===== config.mk =====
export PLATFORM = sky130hd
export DESIGN_NAME = cal_trim_ctrl
export DESIGN_NICKNAME = d
export VERILOG_FILES = /design/src/rtl/cal_ctl_pkg.sv /design/src/rtl/cal_sample_judge.sv /design/src/rtl/cal_trim_step.sv /design/src/rtl/cal_dither_win.sv /design/src/rtl/cal_trim_ctrl.sv
export SDC_FILE = /design/constraint.sdc
export NUM_CORES = 1
export LEC_CHECK = 0
export ABC_AREA = 0
export CORE_UTILIZATION = 35
export DETAILED_ROUTE_END_ITERATION = 6
export GPL_TIMING_DRIVEN = 0
export SYNTH_ARGS = -nofsm -noshare
export SYNTH_HDL_FRONTEND = slang
export SYNTH_SLANG_ARGS = --single-unit

===== constraint.sdc =====
create_clock -name clk_i -period 2.66 [get_ports clk_i]
set_input_delay 0.532 -clock clk_i [delete_from_list [all_inputs] [get_ports clk_i]]
set_output_delay 0.532 -clock clk_i [all_outputs]
set_load 0.05 [all_outputs]

===== src/rtl/cal_ctl_pkg.sv =====
package cal_ctl_pkg;
   typedef enum logic [2:0] {
      CS_IDLE, CS_SETTLE, CS_EVAL, CS_WINDOW, CS_DONE, CS_FAIL
   } cal_state_e;

   typedef enum logic [1:0] {
      MV_NONE, MV_UP, MV_DOWN, MV_HIT
   } cal_move_e;
endpackage


===== src/rtl/cal_sample_judge.sv =====
module cal_sample_judge
   import cal_ctl_pkg::*;
#(
   parameter int CODE_W = 14
) (
   input  logic [CODE_W-1:0] code_i,
   input  logic              oor_i,
   input  logic              gain_ph_i,
   output logic              under_o,
   output logic              over_o,
   output cal_move_e         move_o
);
   localparam int PAIR_W = CODE_W - 1;

   logic [PAIR_W-1:0] pair;
   assign pair    = code_i[CODE_W-1:1];
   assign under_o = oor_i & ~code_i[CODE_W-1];
   assign over_o  = oor_i &  code_i[CODE_W-1];

   always_comb begin
      if (!gain_ph_i) begin
         if (under_o)          move_o = MV_UP;
         else if (over_o)      move_o = MV_DOWN;
         else if (pair == '0)  move_o = MV_HIT;
         else                  move_o = MV_DOWN;
      end else begin
         if (over_o)           move_o = MV_DOWN;
         else if (under_o)     move_o = MV_UP;
         else if (&pair)       move_o = MV_HIT;
         else                  move_o = MV_UP;
      end
   end
endmodule


===== src/rtl/cal_trim_step.sv =====
module cal_trim_step #(
   parameter int DAC_W = 10
) (
   input  logic             clk_i,
   input  logic             rst_ni,
   input  logic             init_i,
   input  logic             en_i,
   input  logic             up_i,
   input  logic             dn_i,
   output logic [DAC_W-1:0] dac_o,
   output logic             at_top_o,
   output logic             at_bot_o
);
   localparam logic [DAC_W-1:0] MIDV  = DAC_W'(1) << (DAC_W - 1);
   localparam logic [DAC_W-1:0] MAXV  = '1;
   localparam logic [DAC_W-1:0] STEP0 = DAC_W'(1) << (DAC_W - 2);

   logic [DAC_W-1:0] step_q, step_n;

   assign step_n   = (step_q > DAC_W'(1)) ? (step_q >> 1) : DAC_W'(1);
   assign at_top_o = (dac_o == MAXV);
   assign at_bot_o = (dac_o == '0);

   always_ff @(posedge clk_i or negedge rst_ni) begin
      if (!rst_ni) begin
         dac_o  <= MIDV;
         step_q <= STEP0;
      end else if (init_i) begin
         dac_o  <= MIDV;
         step_q <= STEP0;
      end else if (en_i && up_i) begin
         dac_o  <= (dac_o > MAXV - step_q) ? MAXV : dac_o + step_q;
         step_q <= step_n;
      end else if (en_i && dn_i) begin
         dac_o  <= (dac_o < step_q) ? '0 : dac_o - step_q;
         step_q <= step_n;
      end
   end
endmodule


===== src/rtl/cal_dither_win.sv =====
module cal_dither_win #(
   parameter int WIN_SAMP = 8
) (
   input  logic clk_i,
   input  logic rst_ni,
   input  logic clear_i,
   input  logic push_i,
   input  logic lsb_i,
   output logic last_o,
   output logic toggled_o,
   output logic low_only_o
);
   localparam int WC = $clog2(WIN_SAMP + 1);

   logic [WC-1:0] cnt_q;
   logic          seen0_q, seen1_q;
   logic          seen0_n, seen1_n;

   assign seen0_n    = seen0_q | ~lsb_i;
   assign seen1_n    = seen1_q |  lsb_i;
   assign last_o     = (cnt_q == WC'(WIN_SAMP - 1));
   assign toggled_o  = seen0_n & seen1_n;
   assign low_only_o = ~seen1_n;

   always_ff @(posedge clk_i or negedge rst_ni) begin
      if (!rst_ni) begin
         cnt_q   <= '0;
         seen0_q <= 1'b0;
         seen1_q <= 1'b0;
      end else if (clear_i) begin
         cnt_q   <= '0;
         seen0_q <= 1'b0;
         seen1_q <= 1'b0;
      end else if (push_i) begin
         cnt_q   <= cnt_q + WC'(1);
         seen0_q <= seen0_n;
         seen1_q <= seen1_n;
      end
   end
endmodule


===== src/rtl/cal_trim_ctrl.sv =====
module cal_trim_ctrl
   import cal_ctl_pkg::*;
#(
   parameter int CODE_W      = 14,
   parameter int DAC_W       = 10,
   parameter int SETTLE_SAMP = 3,
   parameter int WIN_SAMP    = 8
) (
   input  logic              clk_i,
   input  logic              rst_ni,
   input  logic              start_i,
   input  logic              smp_vld_i,
   input  logic [CODE_W-1:0] smp_code_i,
   input  logic              smp_oor_i,
   output logic [DAC_W-1:0]  ofs_dac_o,
   output logic [DAC_W-1:0]  gain_dac_o,
   output logic              dac_wr_o,
   output logic              dac_sel_o,
   output logic              gain_phase_o,
   output logic              busy_o,
   output logic              done_o,
   output logic              err_o,
   output logic              over_o,
   output logic              under_o
);
   localparam int SCW = $clog2(SETTLE_SAMP + 1);

   if (CODE_W < 4)       begin : g_bad_code   $error("CODE_W must be at least 4");      end
   if (DAC_W < 2)        begin : g_bad_dac    $error("DAC_W must be at least 2");       end
   if (SETTLE_SAMP < 1)  begin : g_bad_settle $error("SETTLE_SAMP must be at least 1"); end
   if (WIN_SAMP < 2)     begin : g_bad_win    $error("WIN_SAMP must be at least 2");    end

   cal_state_e       state_q;
   logic             gain_ph_q;
   logic [SCW-1:0]   scnt_q;
   cal_move_e        mv;
   logic             smp_under, smp_over;
   logic             win_last, win_tog, win_low;
   logic             idle_like, start_go, judging;
   logic             want_up, want_dn, rail_hit, move_go;
   logic             win_clear, win_push, phase_ok;
   logic [1:0][DAC_W-1:0] trim_dac;
   logic [1:0]       trim_top, trim_bot;
   logic             act_top, act_bot;

   cal_sample_judge #(.CODE_W(CODE_W)) u_judge (
      .code_i   (smp_code_i),
      .oor_i    (smp_oor_i),
      .gain_ph_i(gain_ph_q),
      .under_o  (smp_under),
      .over_o   (smp_over),
      .move_o   (mv)
   );

   cal_dither_win #(.WIN_SAMP(WIN_SAMP)) u_win (
      .clk_i     (clk_i),
      .rst_ni    (rst_ni),
      .clear_i   (win_clear),
      .push_i    (win_push),
      .lsb_i     (smp_code_i[0]),
      .last_o    (win_last),
      .toggled_o (win_tog),
      .low_only_o(win_low)
   );

   for (genvar g = 0; g < 2; g++) begin : g_trim
      cal_trim_step #(.DAC_W(DAC_W)) u_trim (
         .clk_i   (clk_i),
         .rst_ni  (rst_ni),
         .init_i  (start_go),
         .en_i    (move_go && (gain_ph_q == 1'(g))),
         .up_i    (want_up),
         .dn_i    (want_dn),
         .dac_o   (trim_dac[g]),
         .at_top_o(trim_top[g]),
         .at_bot_o(trim_bot[g])
      );
   end

   assign idle_like = (state_q == CS_IDLE) || (state_q == CS_DONE) || (state_q == CS_FAIL);
   assign start_go  = start_i && idle_like;
   assign judging   = smp_vld_i && ((state_q == CS_EVAL) || (state_q == CS_WINDOW));
   assign act_top   = gain_ph_q ? trim_top[1] : trim_top[0];
   assign act_bot   = gain_ph_q ? trim_bot[1] : trim_bot[0];

   always_comb begin
      want_up = 1'b0;
      want_dn = 1'b0;
      if (judging) begin
         if (mv == MV_UP)        want_up = 1'b1;
         else if (mv == MV_DOWN) want_dn = 1'b1;
         else if (mv == MV_HIT && state_q == CS_WINDOW && win_last && !win_tog) begin
            want_up = win_low;
            want_dn = ~win_low;
         end
      end
   end

   assign rail_hit  = (want_up && act_top) || (want_dn && act_bot);
   assign move_go   = (want_up || want_dn) && !rail_hit;
   assign win_clear = judging && (state_q == CS_EVAL) && (mv == MV_HIT);
   assign win_push  = judging && (state_q == CS_WINDOW) && (mv == MV_HIT);
   assign phase_ok  = win_push && win_last && win_tog;

   always_ff @(posedge clk_i or negedge rst_ni) begin
      if (!rst_ni) begin
         state_q   <= CS_IDLE;
         gain_ph_q <= 1'b0;
         scnt_q    <= '0;
         dac_wr_o  <= 1'b0;
         dac_sel_o <= 1'b0;
         over_o    <= 1'b0;
         under_o   <= 1'b0;
      end else begin
         dac_wr_o <= 1'b0;
         if (smp_vld_i) begin
            over_o  <= smp_over;
            under_o <= smp_under;
         end
         if (start_go) begin
            state_q   <= CS_SETTLE;
            gain_ph_q <= 1'b0;
            scnt_q    <= '0;
            dac_wr_o  <= 1'b1;
            dac_sel_o <= 1'b0;
         end else if (state_q == CS_SETTLE) begin
            if (smp_vld_i) begin
               if (scnt_q == SCW'(SETTLE_SAMP - 1)) begin
                  state_q <= CS_EVAL;
                  scnt_q  <= '0;
               end else begin
                  scnt_q <= scnt_q + SCW'(1);
               end
            end
         end else if (judging) begin
            if (rail_hit) begin
               state_q <= CS_FAIL;
            end else if (move_go) begin
               state_q   <= CS_SETTLE;
               dac_wr_o  <= 1'b1;
               dac_sel_o <= gain_ph_q;
            end else if (win_clear) begin
               state_q <= CS_WINDOW;
            end else if (phase_ok) begin
               if (!gain_ph_q) begin
                  gain_ph_q <= 1'b1;
                  state_q   <= CS_SETTLE;
                  dac_wr_o  <= 1'b1;
                  dac_sel_o <= 1'b1;
               end else begin
                  state_q <= CS_DONE;
               end
            end
         end
      end
   end

   assign ofs_dac_o    = trim_dac[0];
   assign gain_dac_o   = trim_dac[1];
   assign gain_phase_o = gain_ph_q;
   assign busy_o       = !idle_like;
   assign done_o       = (state_q == CS_DONE);
   assign err_o        = (state_q == CS_FAIL);
endmodule


==> results of run 1 <==
[metal layers]
layer	vias to the layer above	GRT usage	wire, um
li1	2351	-	-
met1	2453	0.311	7380
met2	161	0.356	7540
met3	34	0.0335	830
met4	0	0.0617	388
met5	-	0	0
[power breakdown]
part           internal [W]  switching, W  total [W]  leakage, nW
combinational       0.00184       0.00255    0.00438         2.06
clock              0.000543      0.000367   0.000910       0.0940
sequential          0.00107      0.000289    0.00136        0.696
total               0.00345       0.00320    0.00665         2.85
[registers in the layout, summed over array words and instances (netlist names)]
register,flops
dac_sel_o,1
dac_wr_o,1
g_trim.u_trim.step_q,18
g_trim.u_trim.dac_o,20
scnt_q,2
gain_phase_o,1
over_o,1
u_win.cnt_q,4
u_win.seen1_q,1
state_q,3
under_o,1
u_win.seen0_q,1
[logic make-up (layout without fill, tap and decap cells)]
group,Yosys count,after routing,share of synthesized area
simple gates,228,228,0.250
compound gates,182,182,0.280
buf+inv,72,155,0.0667
flops,54,54,0.276
fa+ha+maj,43,43,0.116
mux,4,4,0.00814
xor+xnor,2,2,0.00356
[final cells by class]
| class | count | share of cell area |
|---|---|---|
| Sequential cell | 54 | 0.212 |
| Clock buffer | 5 | 0.0194 |
| Inverter | 43 | 0.0250 |
| Clock inverter | 3 | 0.0107 |
| Buffer | 27 | 0.0283 |
| Tap cell | 176 | 0.0342 |
| Multi-Input combinational cell | 459 | 0.553 |
| Timing Repair Buffer | 77 | 0.118 |
[per-stage QoR]
step	total power (W)	instance area, um2	utilization
6_report	0.00665	6450	0.479
2_1_floorplan	0.00390	4940	-
3_5_place_dp	0.00489	5640	0.419
5_1_grt	0.00704	6450	0.479
3_3_place_gp	0.00485	5620	0.418
4_1_cts	0.00596	6070	0.451
[cell usage in the layout, fill, tap and decap left out, types with 5 or more instances in the layout]
| master | instances |
|---|---|
| nand2_1 | 53 |
| nor2_1 | 46 |
| dfrtp_1 | 43 |
| inv_1 | 38 |
| ha_1 | 33 |
| clkdlybuf4s50_1 | 31 |
| buf_4 | 30 |
| a21oi_1 | 21 |
| nand3_1 | 21 |
| o21ai_0 | 20 |
| o31ai_1 | 20 |
| nor3_1 | 14 |
| nor2b_1 | 14 |
| dlymetal6s2s_1 | 13 |
| o21ai_1 | 11 |
| a21o_1 | 11 |
| buf_6 | 9 |
| clkbuf_1 | 8 |
| nand4_1 | 8 |
| nor3b_1 | 7 |
| nand2b_1 | 7 |
| nor4_1 | 7 |
| o211ai_1 | 7 |
| dfrtp_2 | 7 |
| inv_2 | 5 |
| buf_2 | 5 |
| o41ai_2 | 5 |
| o21bai_1 | 5 |
| clkbuf_16 | 5 |
[worst max-delay path by stage]
stage / end / slack, ps / cells past startpoint / from
finish: g_trim[1].u_trim.dac_o[8] / -30 / 12 / g_trim[1].u_trim.dac_o[0]
global route: g_trim[1].u_trim.dac_o[7] / -140 / 11 / g_trim[1].u_trim.dac_o[0]
detailed placement: state_q[0] / -650 / 9 / smp_code_i[13]
floorplan: g_trim[1].u_trim.dac_o[7] / -150 / 11 / g_trim[1].u_trim.dac_o[0]
CTS: g_trim[1].u_trim.dac_o[3] / 3 / 9 / smp_vld_i
global placement: g_trim[0].u_trim.dac_o[0] / -1000 / 1 / rst_ni
[what timing repair did]
item	4_1_cts	5_1_grt
gates cloned	0	0
setup buffers	15	15
endpoints found under the setup margin	41	44
pin swaps	14	21
resized for setup	23	76
==> out/qor.txt, run 1 <==
Status: finished, violations left
Failing checks: setup timing
Ys flop type: dfrtp_1
Pwr/cell area: 1030 mW/mm2
Area leader, netlist: dfrtp_1
Most common cell in the netlist: nand2_1
Reg2reg path depth: 12
Die Wd: 121 um
Slew Viols, Final: 0
Post-synth top cells: nand2_1 (55), dfrtp_1 (50), nor2_1 (47)
First-pass GRT wire length: 25300 um
Vias in the first global route: 4763
Number of synthesized flops with an enable pin: 0
Routability cong.: 0.953
CP max stage delay: 430 ps
CTS buffer count: 5
CP max FO: 3
Ys async rst share: 1.00
CP Class: flop to flop
Post-synthesis sequential element count: 54
R2r startpoint: g_trim[1].u_trim.dac_o[0]
Antenna violations before repair: 0
Clock slew at reported path FFs: 80 ps
Crit start category: flop
Critical Path AT: 2900 ps
RR Endpoint: g_trim[1].u_trim.dac_o[8]
Fillers: 1300
Post-Place Worst Slack: -653 ps
Post-synthesis sequential area ratio: 0.276
TNS Setup: -64.1 ps
Ys Warns: 0
Initial DRC count: 425
Max cap viols: 0
LEAKAGE: 2.85 nW
Routed vias: 4999
Unique masters post-synth: 86
Diodes inserted: 0
Gr ovfl total: 0
Vias/cell: 5.92
Cts hold-fix bufs: 0
Crit path capture type: flop
Syn_area_per_cell: 8.41 um2
Placed cell count: 808
H-tree depth: 2
Hold Vio Cnt, Final: 0
Tmin final: 2690 ps
Crit path buffers/inverters: 4
DRT Pass-1 Iters: 5
Slew HR: 0.524
TritonCTS clock tree: built
Syn_nets: 647
Initial Utilization: 0.366
Cell area after synthesis: 0.00492 mm2
Multi-input gate area: 0.00356 mm2
Synth Instances: 585
Share of the synthesized area in the top cell type: 0.254
FF+latch area: 0.00137 mm2
Clock buffer depth: 2
Hold_ws: 264 ps
FMAX: 371 MHz
DRC Markers: 0
Cell breakdown of the critical path: inv_2 -> ha_4 -> inv_2 -> fa_2 -> a21o_1 -> a221o_1 -> o41ai_4 -> buf_4 -> buf_4 -> and2_1 -> o31ai_1 -> a31o_2
RSZ-0062 raised after global routing: yes
Synth area leaders: dfrtp_1 (25%), ha_1 (9.9%), nand2_1 (4.2%)
Number of I/O pins: 47
Worst reg2reg setup slack: -30 ps
Wire length per cell: 19.1 um
Setup Viol. Count Final: 3
Clock skew: 6.26 ps
Core area: 0.0135 mm2
Final nets: 729
Critical path's top delay family: compound AO/OA/AOI/OAI gates
Tcrit/Tclk final: 1.01
Slowest-stage cell, CP: dfrtp_2
GRT Resource Usage Total: 0.223
CTS sink count: 54
Worst slew pin tran: 715 ps
Wirelength, routed: 16100 um
Clock latency on the worst-skew pair: 320 ps
# port buffers: 46
Die ar.: 0.0145 mm2
Worst hold path type: input port to async pin
Post-Layout Cell Count: 844
Area grow syn2layout: 31.1%
Detailed Place HPWL: 11600 um
Critical Path RT: 2870 ps
FP Rows: 42
Clk root buf: clkbuf_16
VDD IR max: 0.000516 V
Die height: 121 um
Largest net degree at the start of global routing: 29
Layout cell share with drive strength beyond 1: 0.214
Final WS setup: -32.3 ps
Final ANT Viol Nets: 0
Power figures use the tool's default switching activity.
==> run 2: changes to the inputs <==
Settings changed: CTS_CLUSTER_DIAMETER set to 100.
==> results of run 2 <==
Same layout as run 1: the final DEF is identical, and so are final timing and power.
==> run 3: changes to the inputs <==
Settings changed: PLACE_DENSITY set to 0.57.
==> run 3 against run 2 <==
Effect of this change: highest routed layer unchanged; the run still ends with setup timing left; maximum frequency down 3.0%; count of clock-buffer cells in the layout did not move; clock power shrank 14%; clock skew fell by 1.5 ps; wire length decreased by 0.78%.
==> out/qor.txt, run 3 (same netlist as run 1, synthesis figures left out) <==
Fillers: 1305 (+0.38%)
DRC Markers: 0 (unchanged)
Worst Setup SP: g_trim[1].u_trim.dac_o[0]
RSZ-0062 raised after global routing: yes
First-pass GRT wire length: 25000 um (-1.0%)
Critical path's top delay family: compound AO/OA/AOI/OAI gates
Switching Fraction: 0.481 (-0.00122)
Wirelength, routed: 16000 um (-0.78%)
Multi-input gate area: 0.00353 mm2 (-0.98%)
Vias/cell: 5.89 (-0.53%)
CP Class: flop to flop
Clock skew: 4.81 ps (-1.45 ps)
FMAX: 360 MHz (-3.0%)
Tmin final: 2780 ps (+83.1 ps)
Slowest-stage cell, CP: dfrtp_2
Failing checks: setup timing
Clock latency on the worst-skew pair: 310 ps (about the same)
Die height: 121 um (unchanged)
Largest net degree at the start of global routing: 32 (+10%)
Initial DRC count: 388 (-8.7%)
Die ar.: 0.0145 mm2 (unchanged)
Clock slew at reported path FFs: 80 ps (about the same)
Clock buffer depth: 2 (unchanged)
CP max FO: 4 (+1)
Setup Viol. Count Final: 5 (+2)
Max reg flops: 20 (unchanged)
Final ANT Viol Nets: 0 (unchanged)
Comb power frac: 0.661 (+0.002)
DRT Pass-1 Iters: 5 (unchanged)
Most used cell, CP: inv_2
GRT Resource Usage Total: 0.221 (-0.00165)
RR Endpoint: g_trim[1].u_trim.dac_o[7]
Tcrit/Tclk final: 1.04 (+0.0312)
Number of I/O pins: 47 (unchanged)
Max cap viols: 0 (unchanged)
Initial Utilization: 0.366 (unchanged)
Layout cell share with drive strength beyond 1: 0.217 (+0.00255)
TritonCTS clock tree: built
Vias in the first global route: 4784 (+0.44%)
H-tree depth: 2 (unchanged)
Wire length per cell: 18.8 um (-1.5%)
Post-Place Worst Slack: -591 ps (+61.8 ps)
VDD IR max: 0.000395 V (-23%)
TNS Setup: -207 ps (-143 ps)
Crit start category: flop
Detailed Place HPWL: 11700 um (+0.81%)
R2r startpoint: g_trim[1].u_trim.dac_o[0]
Routability cong.: 0.927 (-2.7%)
Layout Utilization: 0.477 (-0.00270)
FF+latch area: 0.00137 mm2 (about the same)
LEAKAGE: 2.80 nW (-1.7%)
Gr ovfl total: 0 (unchanged)
Worst reg2reg setup slack: -120 ps (-80 ps)
Slew Viols, Final: 0 (unchanged)
Status: finished, violations left
Regs by FF count: g_trim.u_trim.dac_o (20), g_trim.u_trim.step_q (18), u_win.cnt_q (4)
Final nets: 735 (+0.82%)
Cts hold-fix bufs: 0 (unchanged)
Worst slew pin tran: 732 ps (+17.8 ps)
Fin area: 0.00641 mm2 (-0.56%)
Commonest non-fill, non-tap cells in the layout: nand2_1 (52), nor2_1 (45), dfrtp_1 (42)
Clock network power share: 0.124 (-0.013)
Reg with most FFs: g_trim.u_trim.dac_o
Antenna violations before repair: 0 (unchanged)
Seq pwr share: 0.215 (+0.011)
CP max stage delay: 430 ps (about the same)
Most common cell after layout, fill and taps aside: nand2_1
Reg2reg path depth: 11 (-1)
Clk root buf: clkbuf_16
Power Internal: 0.00329 W (-4.6%)
# port buffers: 46 (unchanged)
Diodes inserted: 0 (unchanged)
Area post-placement: 0.00564 mm2 (unchanged)
Core area: 0.0135 mm2 (unchanged)
FP Rows: 42 (unchanged)
Switching pwr: 0.00304 W (-5.1%)
Routed vias: 5008 (+0.18%)
CTS sink count: 54 (unchanged)
Die Wd: 121 um (unchanged)
Hold Vio Cnt, Final: 0 (unchanged)
Critical Path RT: 2840 ps (-30 ps)
Area grow syn2layout: 30.4%
Crit path capture type: flop
Crit path buffers/inverters: 2 (-2)
Final WS setup: -115 ps (-83.1 ps)
Worst hold path type: input port to async pin
Critical Path AT: 2960 ps (+60 ps)
Slew HR: 0.512 (-0.0119)
Pwr/cell area: 987 mW/mm2 (-4.3%)
Cell breakdown of the critical path: inv_2 -> ha_4 -> inv_2 -> fa_2 -> a21o_1 -> a221o_1 -> o41ai_4 -> o21ai_4 -> nor4bb_4 -> o41ai_2 -> o21ai_1
CTS buffer count: 5 (unchanged)
==> run 3: area by class of cell <==
| cell class | count | area share |
|---|---|---|
| Clock buffer | 5 | 0.0195 |
| Timing Repair Buffer | 83 | 0.122 |
| Clock inverter | 3 | 0.00683 |
| Tap cell | 176 | 0.0343 |
| Inverter | 43 | 0.0252 |
| Multi-Input combinational cell | 459 | 0.550 |
| Sequential cell | 54 | 0.213 |
| Buffer | 27 | 0.0287 |
==> run 3: worst max-delay path by stage <==
stage	endpoint	slack, ps	cells after the start
floorplan	g_trim[1].u_trim.dac_o[7]	-150	11
global placement	g_trim[0].u_trim.dac_o[0]	-1080	1
detailed placement	state_q[0]	-590	9
CTS	g_trim[1].u_trim.dac_o[7]	-40	11
global route	g_trim[1].u_trim.dac_o[7]	-240	11
finish	g_trim[1].u_trim.dac_o[7]	-120	11
==> run 3: per-layer routing <==
layer,track usage,up-vias,part of all wire
li1,-,2363,-
met1,0.306,2491,0.47
met2,0.359,126,0.47
met3,0.0297,28,0.037
met4,0.0648,0,0.022
met5,0,-,0
==> run 3: what timing repair did <==
action	4_1_cts	5_1_grt
endpoints found under the hold margin	0	0
setup endpoints to repair	37	39
pin swaps	12	23
setup buffers	16	18
gates cloned	0	2
gates resized for setup	18	69
==> run 3: through the flow <==
stage          hold WS, ps  power, W  instances
2_1_floorplan          236   0.00390        585
3_3_place_gp           484   0.00486        807
3_5_place_dp           496   0.00490        808
4_1_cts                253   0.00584        831
5_1_grt                273   0.00676        850
6_report               236   0.00633        850
==> run 3: power groups by stage <==
stage                     combinational (W)  sequential [W]  clock, W
after detailed placement            0.00353         0.00136         0
after floorplan                     0.00230         0.00160         0
after global placement              0.00350         0.00136         0
after global routing                0.00452         0.00140  0.000839
after CTS                           0.00368         0.00135  0.000808
final                               0.00418         0.00136  0.000785
